## config.mk

```make
export PLATFORM = sky130hd
export DESIGN_NAME = por_boot_seq
export DESIGN_NICKNAME = d
export VERILOG_FILES = /design/src/rtl/por_boot_pkg.sv /design/src/rtl/por_clk_div.sv /design/src/rtl/por_supply_filter.sv /design/src/rtl/por_boot_fsm.sv /design/src/rtl/por_boot_seq.sv
export SDC_FILE = /design/constraint.sdc
export NUM_CORES = 1
export LEC_CHECK = 0
export BUFFER_PORTS_ARGS = -buffer_cell sky130_fd_sc_hd__buf_2
export CELL_PAD_IN_SITES_DETAIL_PLACEMENT = 0
export CELL_PAD_IN_SITES_GLOBAL_PLACEMENT = 1
export CORE_ASPECT_RATIO = 2
export CORE_MARGIN = 2
export CORE_UTILIZATION = 30
export DETAILED_ROUTE_END_ITERATION = 6
export HOLD_SLACK_MARGIN = 0.1
export PLACE_DENSITY = 0.74
export SLEW_MARGIN = 20
export SYNTH_ARGS = -nofsm -noshare
export SYNTH_HDL_FRONTEND = slang
export SYNTH_SLANG_ARGS = --single-unit
```

## constraint.sdc

```tcl
create_clock -name clk_osc_i -period 1.75 [get_ports clk_osc_i]
set_clock_uncertainty 0.15 [all_clocks]
set_input_delay 0.2625 -clock clk_osc_i [delete_from_list [all_inputs] [get_ports clk_osc_i]]
set_output_delay 0.2625 -clock clk_osc_i [all_outputs]
set_load 0.01 [all_outputs]
```

## src/rtl/por_boot_pkg.sv

```systemverilog
package por_boot_pkg;

  typedef enum logic [2:0] {
    ST_HOLD     = 3'd0,
    ST_FETCH_SP = 3'd1,
    ST_FETCH_RV = 3'd2,
    ST_START    = 3'd3,
    ST_RUN      = 3'd4
  } boot_state_e;

endpackage

```

## src/rtl/por_clk_div.sv

```systemverilog
module por_clk_div #(
  parameter int DIV = 4
) (
  input  logic clk_i,
  input  logic rst_i,
  output logic fclk_o,
  output logic tick_o
);
  localparam int CW   = (DIV > 2) ? $clog2(DIV) : 1;
  localparam int HALF = DIV / 2;

  logic [CW-1:0] cnt_q;
  logic          fclk_q;

  always_ff @(posedge clk_i) begin
    if (rst_i) begin
      cnt_q  <= '0;
      fclk_q <= 1'b0;
    end else begin
      if (cnt_q == CW'(DIV - 1)) cnt_q <= '0;
      else                       cnt_q <= cnt_q + 1'b1;
      fclk_q <= (cnt_q >= CW'(HALF));
    end
  end

  assign tick_o = (cnt_q == CW'(DIV - 1));
  assign fclk_o = fclk_q;


  tick_single_chk: assert property (@(posedge clk_i) disable iff (rst_i)
    tick_o |=> !tick_o);


  tick_in_high_chk: assert property (@(posedge clk_i) disable iff (rst_i)
    (tick_o && $past(!rst_i)) |-> fclk_q);

endmodule

```

## src/rtl/por_supply_filter.sv

```systemverilog
module por_supply_filter #(
  parameter int DIV  = 4,
  parameter int HOLD = 16
) (
  input  logic clk_i,
  input  logic rst_i,
  input  logic tick_i,
  input  logic supply_good_i,
  output logic ok_o
);
  localparam int HW = $clog2(HOLD + 1);

  logic [HW-1:0] cnt_q;
  logic          ok_q;

  always_ff @(posedge clk_i) begin
    if (rst_i || !supply_good_i) begin
      cnt_q <= '0;
      ok_q  <= 1'b0;
    end else if (tick_i && !ok_q) begin
      if (cnt_q == HW'(HOLD - 1)) ok_q <= 1'b1;
      cnt_q <= cnt_q + 1'b1;
    end
  end

  assign ok_o = ok_q;

  // Checker: oscillator cycles of uninterrupted good supply, saturating.
  localparam int RUN_MIN = (HOLD - 1) * DIV + 1;
  localparam int RW      = $clog2(RUN_MIN + 2);
  logic [RW-1:0] run_q;

  always_ff @(posedge clk_i) begin
    if (rst_i || !supply_good_i)       run_q <= '0;
    else if (run_q != RW'(RUN_MIN + 1)) run_q <= run_q + 1'b1;
  end


  drop_forces_low_chk: assert property (@(posedge clk_i) disable iff (rst_i)
    !supply_good_i |=> !ok_q);


  hold_window_chk: assert property (@(posedge clk_i) disable iff (rst_i)
    $rose(ok_q) |-> (run_q >= RW'(RUN_MIN)));

endmodule

```

## src/rtl/por_boot_fsm.sv

```systemverilog
module por_boot_fsm
  import por_boot_pkg::*;
#(
  parameter int                ADDR_W  = 8,
  parameter int                DATA_W  = 32,
  parameter logic [ADDR_W-1:0] SP_ADDR = '0,
  parameter logic [ADDR_W-1:0] RV_ADDR = ADDR_W'(4)
) (
  input  logic              clk_i,
  input  logic              rst_i,
  input  logic              tick_i,
  input  logic              supply_good_i,
  input  logic              ok_i,
  input  logic [DATA_W-1:0] mem_rdata_i,
  input  logic              mem_valid_i,
  output logic              mem_req_o,
  output logic [ADDR_W-1:0] mem_addr_o,
  output logic [DATA_W-1:0] init_sp_o,
  output logic [DATA_W-1:0] reset_vec_o,
  output logic              core_start_o
);
  boot_state_e       state_q;
  logic [DATA_W-1:0] sp_q;
  logic [DATA_W-1:0] rv_q;
  logic              req_q;
  logic [ADDR_W-1:0] addr_q;
  logic              start_q;

  always_ff @(posedge clk_i) begin
    if (rst_i || !supply_good_i || !ok_i) begin
      state_q <= ST_HOLD;
      sp_q    <= '0;
      rv_q    <= '0;
      req_q   <= 1'b0;
      addr_q  <= SP_ADDR;
      start_q <= 1'b0;
    end else if (tick_i) begin
      case (state_q)
        ST_HOLD: begin
          state_q <= ST_FETCH_SP;
          req_q   <= 1'b1;
          addr_q  <= SP_ADDR;
        end
        ST_FETCH_SP: if (mem_valid_i) begin
          sp_q    <= mem_rdata_i;
          state_q <= ST_FETCH_RV;
          addr_q  <= RV_ADDR;
        end
        ST_FETCH_RV: if (mem_valid_i) begin
          rv_q    <= {mem_rdata_i[DATA_W-1:1], 1'b0};
          state_q <= ST_START;
          req_q   <= 1'b0;
          start_q <= 1'b1;
        end
        ST_START: begin
          state_q <= ST_RUN;
          start_q <= 1'b0;
        end
        default: state_q <= ST_RUN;
      endcase
    end
  end

  assign mem_req_o    = req_q;
  assign mem_addr_o   = addr_q;
  assign init_sp_o    = sp_q;
  assign reset_vec_o  = rv_q;
  assign core_start_o = start_q;


  req_hold_chk: assert property (@(posedge clk_i) disable iff (rst_i)
    (req_q && supply_good_i && ok_i && !(tick_i && mem_valid_i))
      |=> (req_q && $stable(addr_q)));


  vec_even_chk: assert property (@(posedge clk_i) disable iff (rst_i)
    start_q |-> !rv_q[0]);


  start_no_req_chk: assert property (@(posedge clk_i) disable iff (rst_i)
    start_q |-> !req_q);


  drop_clear_chk: assert property (@(posedge clk_i) disable iff (rst_i)
    !supply_good_i |=> (!req_q && sp_q == '0 && rv_q == '0 && !start_q));

endmodule

```

## src/rtl/por_boot_seq.sv

```systemverilog
module por_boot_seq #(
  parameter int ADDR_W = 8,
  parameter int DATA_W = 32,
  parameter int DIV    = 4,
  parameter int HOLD   = 16
) (
  input  logic              clk_osc_i,
  input  logic              rst_i,
  input  logic              supply_good_i,
  input  logic [DATA_W-1:0] mem_rdata_i,
  input  logic              mem_valid_i,
  output logic              mem_req_o,
  output logic [ADDR_W-1:0] mem_addr_o,
  output logic              fclk_o,
  output logic              por_n_o,
  output logic [DATA_W-1:0] init_sp_o,
  output logic [DATA_W-1:0] reset_vec_o,
  output logic              core_start_o
);
  localparam logic [ADDR_W-1:0] SP_ADDR = '0;
  localparam logic [ADDR_W-1:0] RV_ADDR = ADDR_W'(4);

  logic tick;
  logic ok;

  por_clk_div #(.DIV(DIV)) u_div (
    .clk_i  (clk_osc_i),
    .rst_i  (rst_i),
    .fclk_o (fclk_o),
    .tick_o (tick)
  );

  por_supply_filter #(.DIV(DIV), .HOLD(HOLD)) u_filt (
    .clk_i         (clk_osc_i),
    .rst_i         (rst_i),
    .tick_i        (tick),
    .supply_good_i (supply_good_i),
    .ok_o          (ok)
  );

  por_boot_fsm #(
    .ADDR_W (ADDR_W),
    .DATA_W (DATA_W),
    .SP_ADDR(SP_ADDR),
    .RV_ADDR(RV_ADDR)
  ) u_fsm (
    .clk_i         (clk_osc_i),
    .rst_i         (rst_i),
    .tick_i        (tick),
    .supply_good_i (supply_good_i),
    .ok_i          (ok),
    .mem_rdata_i   (mem_rdata_i),
    .mem_valid_i   (mem_valid_i),
    .mem_req_o     (mem_req_o),
    .mem_addr_o    (mem_addr_o),
    .init_sp_o     (init_sp_o),
    .reset_vec_o   (reset_vec_o),
    .core_start_o  (core_start_o)
  );

  assign por_n_o = ok;


  start_after_release_chk: assert property (@(posedge clk_osc_i) disable iff (rst_i)
    core_start_o |-> por_n_o);

endmodule

```

# After elaboration in Yosys (flattened, before gate mapping)
# Index checks and enable logic that the tools add are counted.
# word_totals
out_inout_bits,76
wordCells,46
in_bits,36
register_bits,85
# op_classes
n_lt_le_gt_ge,1
n_eq_ne,7
n_reduce_logical,17
addsub,2
n_mux,9
# ops
operator,n
3-bit AND reduction,6
8-bit one-hot mux with 2 select lines,1
3-bit one-hot mux with 3 select lines,1
8-bit two-way mux,1
3-bit by 2-bit equality test with 1-bit output (second input constant),2
3-bit two-way mux,2
2-bit nonzero test,3
5-bit by 1-bit adder with 5-bit output (second input constant),1
5-bit by 4-bit equality test with 1-bit output (second input constant),1
2-bit inequality test (second input constant),2
1-bit one-hot mux with 2 select lines,2
3-bit by 1-bit equality test with 1-bit output (second input constant),1
3-bit logical NOT,1
2-bit by 1-bit adder with 2-bit output (second input constant),1
2-bit equality test (second input constant),1
2-bit >= comparator (second input constant),1
1-bit logical NOT,2
1-bit logical OR,2
1-bit two-way mux,2
2-bit AND reduction,1
2-bit OR reduction,1
1-bit logical AND,1

# Longest topological paths before layout
# logic_depth
depth_word,3
ltp_mapped,7
depth_no_buf,5

# Hierarchy
# A second synthesis with hierarchy kept.
# unflattened
hier_cells,328
hier_area_um2,3126.7
# modules_own_cells
mod,cells_per_inst,n_inst,seq_area_each_um2,area_per_inst_um2
por_boot_fsm,290,1,1381.3,2753.9
por_supply_filter,29,1,120.1,264.0
por_clk_div,9,1,60.1,108.9

# Least setup slack after synthesis
# OpenSTA, ideal clock, no wires.
# synth_path
kind,register to register
from,reg u_div.cnt_q[0]
to,reg u_fsm.rv_q[10] (netlist: u_fsm.reset_vec_o[10])
required_time_ps,1528
setup_ps,72
path_slack_ps,153
synth_period_minus_slack_ps,1597
n_path_buf,2
stages_incl_launch_ff,7
t_arrival_ps,1375
cell_sequence,dfxtp_1 > ha_1 > buf_4 > nand3b_2 > nor3_4 > buf_12 > mux2i_1
# synth_between
elab_chain_cells,2
# synth_rtl
element,line_no,rtl
start: declaration,por_clk_div.sv:12,logic [CW-1:0] cnt_q;
start signal: assignment,por_clk_div.sv:21,else cnt_q <= cnt_q + 1'b1;
2-bit equality test,por_clk_div.sv:26,assign tick_o = (cnt_q == CW'(DIV - 1));
3-bit AND reduction (no line),-,
end signal: assignment,por_boot_fsm.sv:50,"rv_q <= {mem_rdata_i[DATA_W-1:1], 1'b0};"
end: declaration,por_boot_fsm.sv:24,logic [DATA_W-1:0] rv_q;
# Every way passes these cells.
# A chain may end at the register's enable or synchronous reset.

# Worst setup path in the final report
# layout_path
from,reg u_div.cnt_q[0]
to,reg u_fsm.sp_q[25] (netlist: u_fsm.init_sp_o[25])
# layout_between
elab_chain_cells,2
# layout_rtl
element,line_no,rtl
2-bit equality test,por_clk_div.sv:26,
3-bit AND reduction (no line),-,
end signal: assignment,por_boot_fsm.sv:45,sp_q <= mem_rdata_i;
end: declaration,por_boot_fsm.sv:23,logic [DATA_W-1:0] sp_q;
# Every way passes these cells.

==> flow_results.org <==
** Outcome
- The flow ran to the end, and the final reports show no timing, DRC or antenna violations.

** Flow run
- The tool flagged a number of max-cap violations equal to 0.

** Finish
- Count of nets after finishing :: 496
- Relative to the synthesized area, the layout overhead comes to 39.0%.
- Count of inserted antenna diode cells :: 0
- Most frequent cells in the layout :: sky130_fd_sc_hd__buf_2 (103), sky130_fd_sc_hd__nand2_1 (98), sky130_fd_sc_hd__dfxtp_1 (78)
- Final std cell area, no fill :: 4430 µm²
- Commonest non-fill, non-tap cell in the layout :: sky130_fd_sc_hd__buf_2
- Number of fillers in the final layout :: 1052
- Once layout is complete, the cells apart from fillers number between 500 and 600.
- Fraction of layout cells with a size suffix above 1 :: 30.4%

** Min path
- Classification of the worst-slack hold path :: in -> reg
- In this run the most critical hold path is launched from rst_i.
- Hold path cells :: 4

** Drt
- The final route contains 2567 vias.
- After the first detailed-routing iteration, the DRC count stood at between 40 and 50.
- Dividing the detail-routed wire length by the instance count gives between 10 and 15 µm.
- The detail route stage leaves a number of antenna-violating nets equal to 0.
- Total detailed-routing wirelength :: between 7000 and 8000 µm
- In the routed design, unresolved DRC markers number 0.
- Average vias per placed instance :: 4.29
- Number of iterations in the first detailed-routing pass :: 4

** Yosys
- Area of the mapped netlist :: 3190 µm²
- Most area-hungry cell type in the Yosys netlist :: sky130_fd_sc_hd__dfxtp_1
- In this run, synthesis produced a sequential element count of 78.
- Count of mapped cells out of synthesis :: 320
- Synth top area share :: between 40 and 50%
- Share of flip-flops with an asynchronous set or reset :: 0%
- For this run, the number of Yosys warnings is 0.
- Most used flip-flop cell after synthesis :: sky130_fd_sc_hd__dfxtp_1
- Count of flip-flops with a built-in enable after synthesis :: 0
- Yosys attributes the largest share of cell area to sky130_fd_sc_hd__dfxtp_1 (49%), sky130_fd_sc_hd__mux2i_1 (20%), sky130_fd_sc_hd__nand2_1 (12%).
- Part of the Yosys area used for sequential elements :: between 40% and 50%
- Synthesis instantiated 37 different standard cells from the library.
- Synth Area per Inst :: roughly 10 µm²

** Clock network
- The H-tree was split into 3 levels.
- No sink is reached through more buffers than the 2 on the longest clock path.
- After clock tree synthesis, the clock-pin slew on the worst setup and hold paths is around 0.060 ns.
- Worst-Skew Late Latency :: ~0.33 ns
- Num CTS Buffers :: 9
- CTS placed an instance of sky130_fd_sc_hd__clkbuf_16 at the clock tree root.
- CTS sink cnt :: slightly below 80
- CTS tree :: done

** Global route
- The number of global-route vias before repair came to between 2000 and 3000.
- Overflow after GRT :: 0
- Overall track demand over capacity in global routing :: between 10% and 20%
- Maximum number of pins on one net before global-route repair :: 86
- The number of antenna violations at the first check in global routing was 0.
- Global-route wire length before repair :: approximately 12000 µm

** Place
- Routability-driven placement finished with a final weighted congestion of 0.748.
- During placement, the flow inserted port buffers numbering 103.
- DP Wirelength :: 5390 µm
- Placed inst area :: around 3800 µm²
- Placed cells :: ~550

** Pwr
- The analysis attributes to cell leakage a power of ~2.1 nW.
- The worst-case IR drop observed on VDD is 0.000492 V.
- The design draws around 3.8 mW.
- Power per standard cell area :: about 860 nW/µm²

** Worst setup path
- STA classifies the critical path startpoint as a flip-flop.
- Worst Path Required :: roughly 1.9 ns
- Critical path capture point type :: flip-flop
- Count of cells along the worst register-to-register path :: 5
- The critical path starts at u_div.cnt_q[0]$_SDFF_PP0_.
- Launch point of the worst reg-to-reg path :: u_div.cnt_q[0]$_SDFF_PP0_
- The worst setup path is of the reg -> reg kind.
- CP arrival :: ~1.7 ns
- Maximum fanout along the worst path :: 18

** STA
- The max-slew violation total from the final report was 0.
- Subtracting the final worst setup slack from the clock period gives around 1.6 ns.
- # setup viols final :: 0
- Fmax :: between 600 and 700 MHz
- RSZ-0062 raised after global routing :: false
- Portion of the clock cycle consumed by the worst path in the final layout :: around nine tenths
- The number of failing hold endpoints at the final stage came to 0.
- Setup TNS :: 0 ns

** Die
- Initial Utilization :: 30.6%
- Die Outline Area :: approximately 12000 µm²
- In this run the standard cell core region covers approximately 10000 µm².
- Chip Height :: about 150 µm
- For this design the top-level I/O count stands at 112.
- Row count :: 53
- The die is 76.9 µm wide.
## Yosys cell counts (3+ instances only)
master                    instances
sky130_fd_sc_hd__ha_1             4
sky130_fd_sc_hd__buf_6            4
sky130_fd_sc_hd__o21ai_0          3
sky130_fd_sc_hd__nor2_1           8
sky130_fd_sc_hd__a21oi_1          4
sky130_fd_sc_hd__mux2i_1         65
sky130_fd_sc_hd__dfxtp_1         78
sky130_fd_sc_hd__buf_2            6
sky130_fd_sc_hd__nand2_1         98
sky130_fd_sc_hd__buf_12           3
sky130_fd_sc_hd__buf_4           15
## registers in the layout (all words and copies together) (netlist names)
signal and count:
u_fsm.mem_addr_o 1, u_filt.cnt_q 5, u_fsm.mem_req_o 1, u_fsm.reset_vec_o 31, u_filt.ok_o 1, u_div.fclk_o 1, u_div.cnt_q 2, u_fsm.init_sp_o 32
u_fsm.state_q 3, u_fsm.core_start_o 1
## cell families (layout without fill, tap and decap cells)
group / count (synthesis) / after routing / synth area share (%)
adders and majority gates: 4 / 4 / 1.57
xor gates and xnor gates: 2 / 2 / 0.549
other: 1 / 8 / 0.118
and+or+nand+nor: 125 / 125 / 17.5
AOI/OAI and AO/OA: 13 / 13 / 2.71
DFF: 78 / 78 / 48.9
muxes: 65 / 65 / 20.4
buffers and inverters: 32 / 166 / 8.24
## cell type report
type | count | area, µm² | share of cell area, %
sequential | 78 | 1560 | 35.2
multi-input combinational | 217 | 1400 | 31.6
timing repair buffer | 146 | 983 | 22.2
clock buffer | 11 | 243 | 5.47
tap | 137 | 171 | 3.87
clock inverter | 5 | 57.6 | 1.30
inverter | 4 | 15.0 | 0.339
## critical path: stages (launching register included)
cell and delay [ns]:
sky130_fd_sc_hd__dfxtp_1 0.36, sky130_fd_sc_hd__ha_2 0.24, sky130_fd_sc_hd__nand3b_2 0.15, sky130_fd_sc_hd__nor3_4 0.18, sky130_fd_sc_hd__buf_12 0.21, sky130_fd_sc_hd__mux2i_1 0.20
## what timing repair did
item	CTS	global route
hold endpoints to repair	66	0
buffers inserted	0	2
resized for setup	0	1
endpoints found under the setup margin	0	7
hold buffers	33	0
## final timing paths
path | to | slack [ns]
worst min register to register | u_div.cnt_q[0]$_SDFF_PP0_ | 0.30
worst min-delay path | u_filt.cnt_q[3]$_SDFFE_PP0P_ | 0.11
worst max-delay path | u_fsm.init_sp_o[25]$_SDFFE_PP0P_ | 0.18
worst max register to register | u_fsm.init_sp_o[25]$_SDFFE_PP0P_ | 0.18
## metrics by stage
| step | hold WS [ns] | setup WS, ns | utilization [%] |
|---|---|---|---|
| after floorplan | 0.185 | 0.153 | - |
| after global placement | 0.291 | 0.163 | 36.2 |
| after detailed placement | 0.292 | 0.0936 | 36.2 |
| after CTS | 0.104 | 0.0894 | 42.3 |
| after global routing | 0.133 | 0.0414 | 42.6 |
| final | 0.115 | 0.181 | 42.6 |
## per-layer routing
layer	track usage (%)	vias to the layer above	wire length (µm)	part of all wire (%)
li1	-	1316	-	-
met2	25.7	70	4230	56
met5	0	-	0	0
met1	13.6	1169	2860	38
met3	3.62	12	304	4.0
met4	6.45	0	172	2.3
## report_power, final
part / switching [mW] / total, mW / internal [mW]
clock: 0.713 / 1.86 / 1.15
combinational: 0.0584 / 0.154 / 0.0956
sequential: 0.00649 / 1.79 / 1.79
total: 0.778 / 3.81 / 3.03
Power figures use the tool's default switching activity.
